$ cat src/rtl/tcf_pkg.sv
package tcf_pkg;
    localparam int NUM_INT = 5;
    localparam int NUM_EXT = 3;
    localparam int SRC_W   = $clog2(NUM_INT + NUM_EXT);
    localparam int GATE_W  = $clog2(NUM_EXT + 1);

    typedef struct packed {
        logic              halt;
        logic [GATE_W-1:0] gate;
        logic              inv;
        logic [SRC_W-1:0]  src;
    } mode_t;

    typedef enum logic [1:0] {
        ST_OFF  = 2'd0,
        ST_RUN  = 2'd1,
        ST_HOLD = 2'd2
    } run_st_t;

    localparam logic [1:0] ADR_MODE = 2'd0;
    localparam logic [1:0] ADR_RC   = 2'd1;
    localparam logic [1:0] ADR_LOCK = 2'd2;
endpackage

$ cat src/rtl/tcf_src_sel.sv
module tcf_src_sel
    import tcf_pkg::*;
(
    input  logic [NUM_INT-1:0] int_clk,
    input  logic [NUM_EXT-1:0] ext_clk,
    input  mode_t              mode,
    output logic               level
);
    localparam int NSRC = NUM_INT + NUM_EXT;

    logic [NSRC-1:0] pool;
    logic            picked;
    logic            gate_ok;

    assign pool = {ext_clk, int_clk};

    // source code picks one entry of the pool
    always_comb begin
        picked = 1'b0;
        for (int i = 0; i < NSRC; i++) begin
            if (mode.src == SRC_W'(i)) picked = pool[i];
        end
    end

    // gate code 0 passes, 1..NUM_EXT select an external input
    always_comb begin
        gate_ok = 1'b1;
        for (int k = 0; k < NUM_EXT; k++) begin
            if (mode.gate == GATE_W'(k + 1)) gate_ok = ext_clk[k];
        end
    end

    // inversion before gating
    assign level = (picked ^ mode.inv) & gate_ok;
endmodule

$ cat src/rtl/tcf_edge.sv
module tcf_edge (
    input  logic clk,
    input  logic rst_n,
    input  logic level,
    output logic rise
);
    logic prev_q;

    always_ff @(posedge clk or negedge rst_n) begin
        if (!rst_n) prev_q <= 1'b0;
        else        prev_q <= level;
    end

    assign rise = level & ~prev_q;

    // a rise needs a low sample before it, so never two in a row
    assert_single_rise_R4: assert property (@(posedge clk) disable iff (!rst_n)
        rise |=> !rise);
endmodule

$ cat src/rtl/tcf_regs.sv
module tcf_regs
    import tcf_pkg::*;
#(
    parameter int CW = 16
) (
    input  logic          clk,
    input  logic          rst_n,
    input  logic          we,
    input  logic [1:0]    addr,
    input  logic [CW-1:0] wdata,
    output mode_t         mode,
    output logic [CW-1:0] rc,
    output logic          locked
);
    localparam int MW = $bits(mode_t);

    always_ff @(posedge clk or negedge rst_n) begin
        if (!rst_n) begin
            mode   <= '0;
            rc     <= '0;
            locked <= 1'b0;
        end else if (we) begin
            unique case (addr)
                ADR_MODE: if (!locked) mode <= mode_t'(wdata[MW-1:0]);
                ADR_RC:   rc     <= wdata;
                ADR_LOCK: locked <= wdata[0];
                default:  ;
            endcase
        end
    end

    assert_locked_mode_R10: assert property (@(posedge clk) disable iff (!rst_n)
        (we && addr == ADR_MODE && locked) |=> mode == $past(mode));

    assert_rc_write_R10: assert property (@(posedge clk) disable iff (!rst_n)
        (we && addr == ADR_RC) |=> rc == $past(wdata));
endmodule

$ cat src/rtl/tcf_fsm.sv
module tcf_fsm
    import tcf_pkg::*;
#(
    parameter int CW = 16
) (
    input  logic          clk,
    input  logic          rst_n,
    input  logic          start,
    input  logic          stop,
    input  logic          sw_trig,
    input  logic          rise,
    input  logic          halt_en,
    input  logic [CW-1:0] rc,
    output logic [CW-1:0] count,
    output logic          match,
    output logic          running,
    output logic          frozen
);
    run_st_t       st_q, st_d;
    logic [CW-1:0] cnt_q;
    logic [CW-1:0] cnt_inc;
    logic          match_q;
    logic          step;
    logic          hit;

    assign cnt_inc = cnt_q + 1'b1;
    assign step    = (st_q == ST_RUN) && rise && !stop && !sw_trig;
    assign hit     = step && (cnt_inc == rc);

    // state register
    always_ff @(posedge clk or negedge rst_n) begin
        if (!rst_n) st_q <= ST_OFF;
        else        st_q <= st_d;
    end

    // next state: stop > sw_trig > start > compare freeze
    always_comb begin
        st_d = st_q;
        unique case (st_q)
            ST_OFF:  if (!stop && start) st_d = ST_RUN;
            ST_RUN: begin
                if (stop)                 st_d = ST_OFF;
                else if (sw_trig)         st_d = ST_RUN;
                else if (hit && halt_en)  st_d = ST_HOLD;
            end
            ST_HOLD: begin
                if (stop)         st_d = ST_OFF;
                else if (sw_trig) st_d = ST_RUN;
            end
            default: st_d = ST_OFF;
        endcase
    end

    // outputs: counter and compare pulse
    always_ff @(posedge clk or negedge rst_n) begin
        if (!rst_n) begin
            cnt_q   <= '0;
            match_q <= 1'b0;
        end else begin
            match_q <= hit;
            if (sw_trig)   cnt_q <= '0;
            else if (step) cnt_q <= cnt_inc;
        end
    end

    assign count   = cnt_q;
    assign match   = match_q;
    assign running = (st_q == ST_RUN);
    assign frozen  = (st_q == ST_HOLD);

    assert_off_hold_R5: assert property (@(posedge clk) disable iff (!rst_n)
        (st_q != ST_RUN && !sw_trig) |=> cnt_q == $past(cnt_q));

    assert_step_one_R4: assert property (@(posedge clk) disable iff (!rst_n)
        (st_q == ST_RUN && !sw_trig) |=>
            (cnt_q == $past(cnt_q) || cnt_q == $past(cnt_q) + 1'b1));

    assert_freeze_at_rc_R6: assert property (@(posedge clk) disable iff (!rst_n)
        (st_q == ST_HOLD && $past(st_q) == ST_RUN) |-> cnt_q == $past(rc));

    assert_match_pulse_R8: assert property (@(posedge clk) disable iff (!rst_n)
        match_q |=> !match_q);

    assert_retrig_zero_R9: assert property (@(posedge clk) disable iff (!rst_n)
        sw_trig |=> cnt_q == '0);
endmodule

$ cat src/rtl/tmr_chan_front.sv
module tmr_chan_front
    import tcf_pkg::*;
#(
    parameter int CW = 16
) (
    input  logic               clk,
    input  logic               rst_n,
    input  logic [NUM_INT-1:0] tick_int,
    input  logic [NUM_EXT-1:0] ext_in,
    input  logic               cfg_we,
    input  logic [1:0]         cfg_addr,
    input  logic [CW-1:0]      cfg_wdata,
    input  logic               start,
    input  logic               stop,
    input  logic               sw_trig,
    output logic [CW-1:0]      count,
    output logic               match,
    output logic               running,
    output logic               frozen
);
    mode_t         mode;
    logic [CW-1:0] rc;
    logic          locked;
    logic          level;
    logic          rise;

    tcf_regs #(.CW(CW)) u_regs (
        .clk    (clk),
        .rst_n  (rst_n),
        .we     (cfg_we),
        .addr   (cfg_addr),
        .wdata  (cfg_wdata),
        .mode   (mode),
        .rc     (rc),
        .locked (locked)
    );

    tcf_src_sel u_sel (
        .int_clk (tick_int),
        .ext_clk (ext_in),
        .mode    (mode),
        .level   (level)
    );

    tcf_edge u_edge (
        .clk   (clk),
        .rst_n (rst_n),
        .level (level),
        .rise  (rise)
    );

    tcf_fsm #(.CW(CW)) u_fsm (
        .clk     (clk),
        .rst_n   (rst_n),
        .start   (start),
        .stop    (stop),
        .sw_trig (sw_trig),
        .rise    (rise),
        .halt_en (mode.halt),
        .rc      (rc),
        .count   (count),
        .match   (match),
        .running (running),
        .frozen  (frozen)
    );
endmodule

$ cat config.mk
export PLATFORM = sky130hd
export DESIGN_NAME = tmr_chan_front
export DESIGN_NICKNAME = d
export VERILOG_FILES = /design/src/rtl/tcf_pkg.sv /design/src/rtl/tcf_src_sel.sv /design/src/rtl/tcf_edge.sv /design/src/rtl/tcf_regs.sv /design/src/rtl/tcf_fsm.sv /design/src/rtl/tmr_chan_front.sv
export SDC_FILE = /design/constraint.sdc
export NUM_CORES = 1
export LEC_CHECK = 0
export CORE_UTILIZATION = 47
export CTS_CLUSTER_DIAMETER = 200
export DETAILED_ROUTE_END_ITERATION = 16
export PLACE_DENSITY = 0.74
export RECOVER_POWER = 25
export SYNTH_ARGS = -nofsm -noshare
export SYNTH_HDL_FRONTEND = slang
export SYNTH_SLANG_ARGS = --single-unit
$ cat constraint.sdc
create_clock -name clk -period 2.7 [get_ports clk]
set_input_delay 0.675 -clock clk [delete_from_list [all_inputs] [get_ports clk]]
set_output_delay 0.675 -clock clk [all_outputs]
set_load 0.05 [all_outputs]
==> results.py <==
metrics = {
    "placed_design": {
        "finalWeightedCongestion": 0.791,
        "place_ws_ps": -318,
        "dp.cells": 356,
        "hpwl_microns": 3830,
        "port_buffers": 50,
    },
    "logic_synthesis": {
        "synth_area_per_cell_sq_um": 10.5,
        "syn_inst": 234,
        "synth_cell_types": 45,
        "ys_warn_count": 0,
        "synth_area_leaders": "dfrtp_1, mux2_2, xnor2_1",
        "synth_seq_cells": 44,
        "yosysTopAreaCell": "dfrtp_1",
        "ys_top_cells_by_count": "dfrtp_1, mux2_2, nor2_1, xnor2_1, nand2_1",
        "synth.most_common_cell": "dfrtp_1",
        "seq_area_frac_synth": 0.446,
        "ys.flop_type": "dfrtp_1",
        "netlist_area_sq_mm": 0.00247,
        "synthesis.nets": 267,
        "synth-edff-count": 0,
        "synthArstFlopShare": 1.00,
        "netlist.area_leader.share": 0.446,
    },
    "floorplan": {
        "ioPinCount": 51,
        "start_util": 0.486,
        "die_x_microns": 74.5,
        "die_area_sq_mm": 0.00554,
        "core_sq_mm": 0.00507,
        "rows": 26,
        "fp.dieH_microns": 74.5,
    },
    "sta": {
        "min_period_ps": 2670,
        "fin_ws_ps": 34.2,
        "tightestPinTransition_ps": 1080,
        "hold_viol": 0,
        "max_freq_mhz": 375,
        "slew_violations": 0,
        "min_period_over_period": 0.987,
        "clock_skew_ps": 4.93,
        "setup_violations": 0,
        "slew_headroom": 0.279,
    },
    "clock_tree": {
        "cts-root-buf": "clkbuf_8",
        "cts_tree": "yes",
        "path_clk_slew_ps": 80,
        "clock_latency_ps": 300,
        "clockBufferDepth": 2,
        "hold_buffers": 0,
        "clkSinkCount": 44,
        "cts_buffers": 5,
        "htree_levels": 2,
    },
    "worst_hold_path": {
        "hp-class": "reg2reg",
    },
    "route": {
        "antenna_left": 0,
        "dr.pass1.iters": 4,
        "viasPerCell": 5.53,
        "drt_iter0_markers": 110,
        "wl_per_cell_microns": 14.9,
        "route.detailed.drc": 0,
        "vias": 2018,
        "drt_wl_total_microns": 5450,
    },
    "power": {
        "powerDensity_mw_per_mm2": 522,
        "ir_worst_vdd_mv": 0.458,
        "p_total_mw": 1.73,
        "power.leakage_nw": 1.28,
    },
    "finish": {
        "fill_cells": 425,
        "final_net_count": 327,
        "multi_input_area_sq_mm": 0.00140,
        "drive_above_1_share": 0.210,
        "antenna_cells": 0,
        "seqCellArea_sq_mm": 0.00110,
        "syn2layout_area_growth_pct": 34.2,
        "finish.utilization": 0.653,
        "final_cells": 365,
    },
    "critical_path": {
        "critPathLaunchType": "primary input",
        "cp_max_fo": 3,
        "cp.arrival_ps": 2840,
        "end_kind": "flip-flop",
        "critPathKind": "in2reg",
        "cp.required_ps": 2870,
        "r2r_slack_ps": 140,
    },
    "job": {
        "drv_cap": 0,
    },
    "global_routing": {
        "antenna_found_initial": 0,
        "gr-total-overflow": 0,
        "grt_pass1_vias": 1801,
        "grt_max_degree": 45,
        "grt_pass1_wl_microns": 8510,
        "track_usage": 0.204,
    },
    "run_status": {
        "outcome": "finished clean",
    },
}
metal layers:
metal | wire length, microns | GRT usage | vias up
met4 | 77 | 0.0692 | 0
met5 | 0 | 0 | -
met3 | 218 | 0.0447 | 5
met1 | 2630 | 0.294 | 980
li1 | - | - | 981
met2 | 2530 | 0.303 | 52
final cells by class:
| class | instances | share of cell area |
|---|---|---|
| Clock buffer | 6 | 0.0219 |
| Clock inverter | 2 | 0.0106 |
| Inverter | 4 | 0.00453 |
| Multi-Input combinational cell | 176 | 0.423 |
| Sequential cell | 44 | 0.333 |
| Tap cell | 70 | 0.0264 |
| Timing Repair Buffer | 63 | 0.181 |
sequential cells by signal (all words and copies together), names as in the netlist:
register / cells
u_fsm.st_q: 2
u_regs.rc: 16
u_fsm.match: 1
u_regs.locked: 1
u_fsm.count: 16
u_edge.prev_q: 1
u_regs.mode: 7
worst max-delay path: stages:
cell and delay (ps):
clkdlybuf4s50_1 440, or4b_4 540, a2111oi_4 260, mux2i_4 130
a31o_4 230, a2111oi_4 440, a211oi_2 120
cell usage in the layout (no fill, tap or decap), drive strengths merged, types with 6 or more instances in the layout:
master,Yosys,final
mux2,24,24
xor2,7,7
clkdlybuf4s50,0,46
clkbuf,7,7
o21ai,10,10
nor3,10,10
buf,3,13
xnor2,18,18
nand3,6,6
nand2,13,13
or3,8,8
a21oi,7,7
nor2,18,18
dfrtp,44,44
repair_timing:
action / in CTS / in global routing
buffers inserted: 0 / 1
gates resized for setup: 1 / 19
pin swaps: 0 / 5
setup endpoints to repair: 2 / 15
stage by stage:
step,cell area (sq um),hold WS [ps],TNS (ps)
2_1_floorplan,2470,379,0
3_3_place_gp,3100,468,-3680
3_5_place_dp,3100,470,-4780
4_1_cts,3210,470,0
5_1_grt,3310,523,-60.1
6_report,3310,505,0
path summary, 6_finish.rpt:
check,end,from,cells after the start
worst min register to register,u_fsm.st_q[0],u_regs.mode[6],1
worst min-delay path,u_fsm.st_q[0],u_regs.mode[6],1
min in group asynchronous,u_fsm.count[14],rst_n,2
max in group asynchronous,u_fsm.count[4],rst_n,2
worst max register to register,u_fsm.st_q[0],u_fsm.count[0],7
worst max-delay path,u_fsm.st_q[0],stop,7
cell families (layout without fill, tap and decap cells):
group	after synthesis	in the layout	synth area share
AO/OA/AOI/OAI	40	40	0.119
multiplexers	29	29	0.140
flip-flops	44	44	0.446
XOR/XNOR	25	25	0.0887
buffers and inverters	14	75	0.0228
adder cells (fa/ha/maj)	1	1	0.00507
AND/OR/NAND/NOR	81	81	0.178
power by group:
part	internal, mW	switching, mW	leakage (nW)
registers	0.750	0.0872	0.559
clock network	0.275	0.221	0.0552
logic	0.232	0.164	0.661
Note: power is estimated with default switching activity, not from simulation.
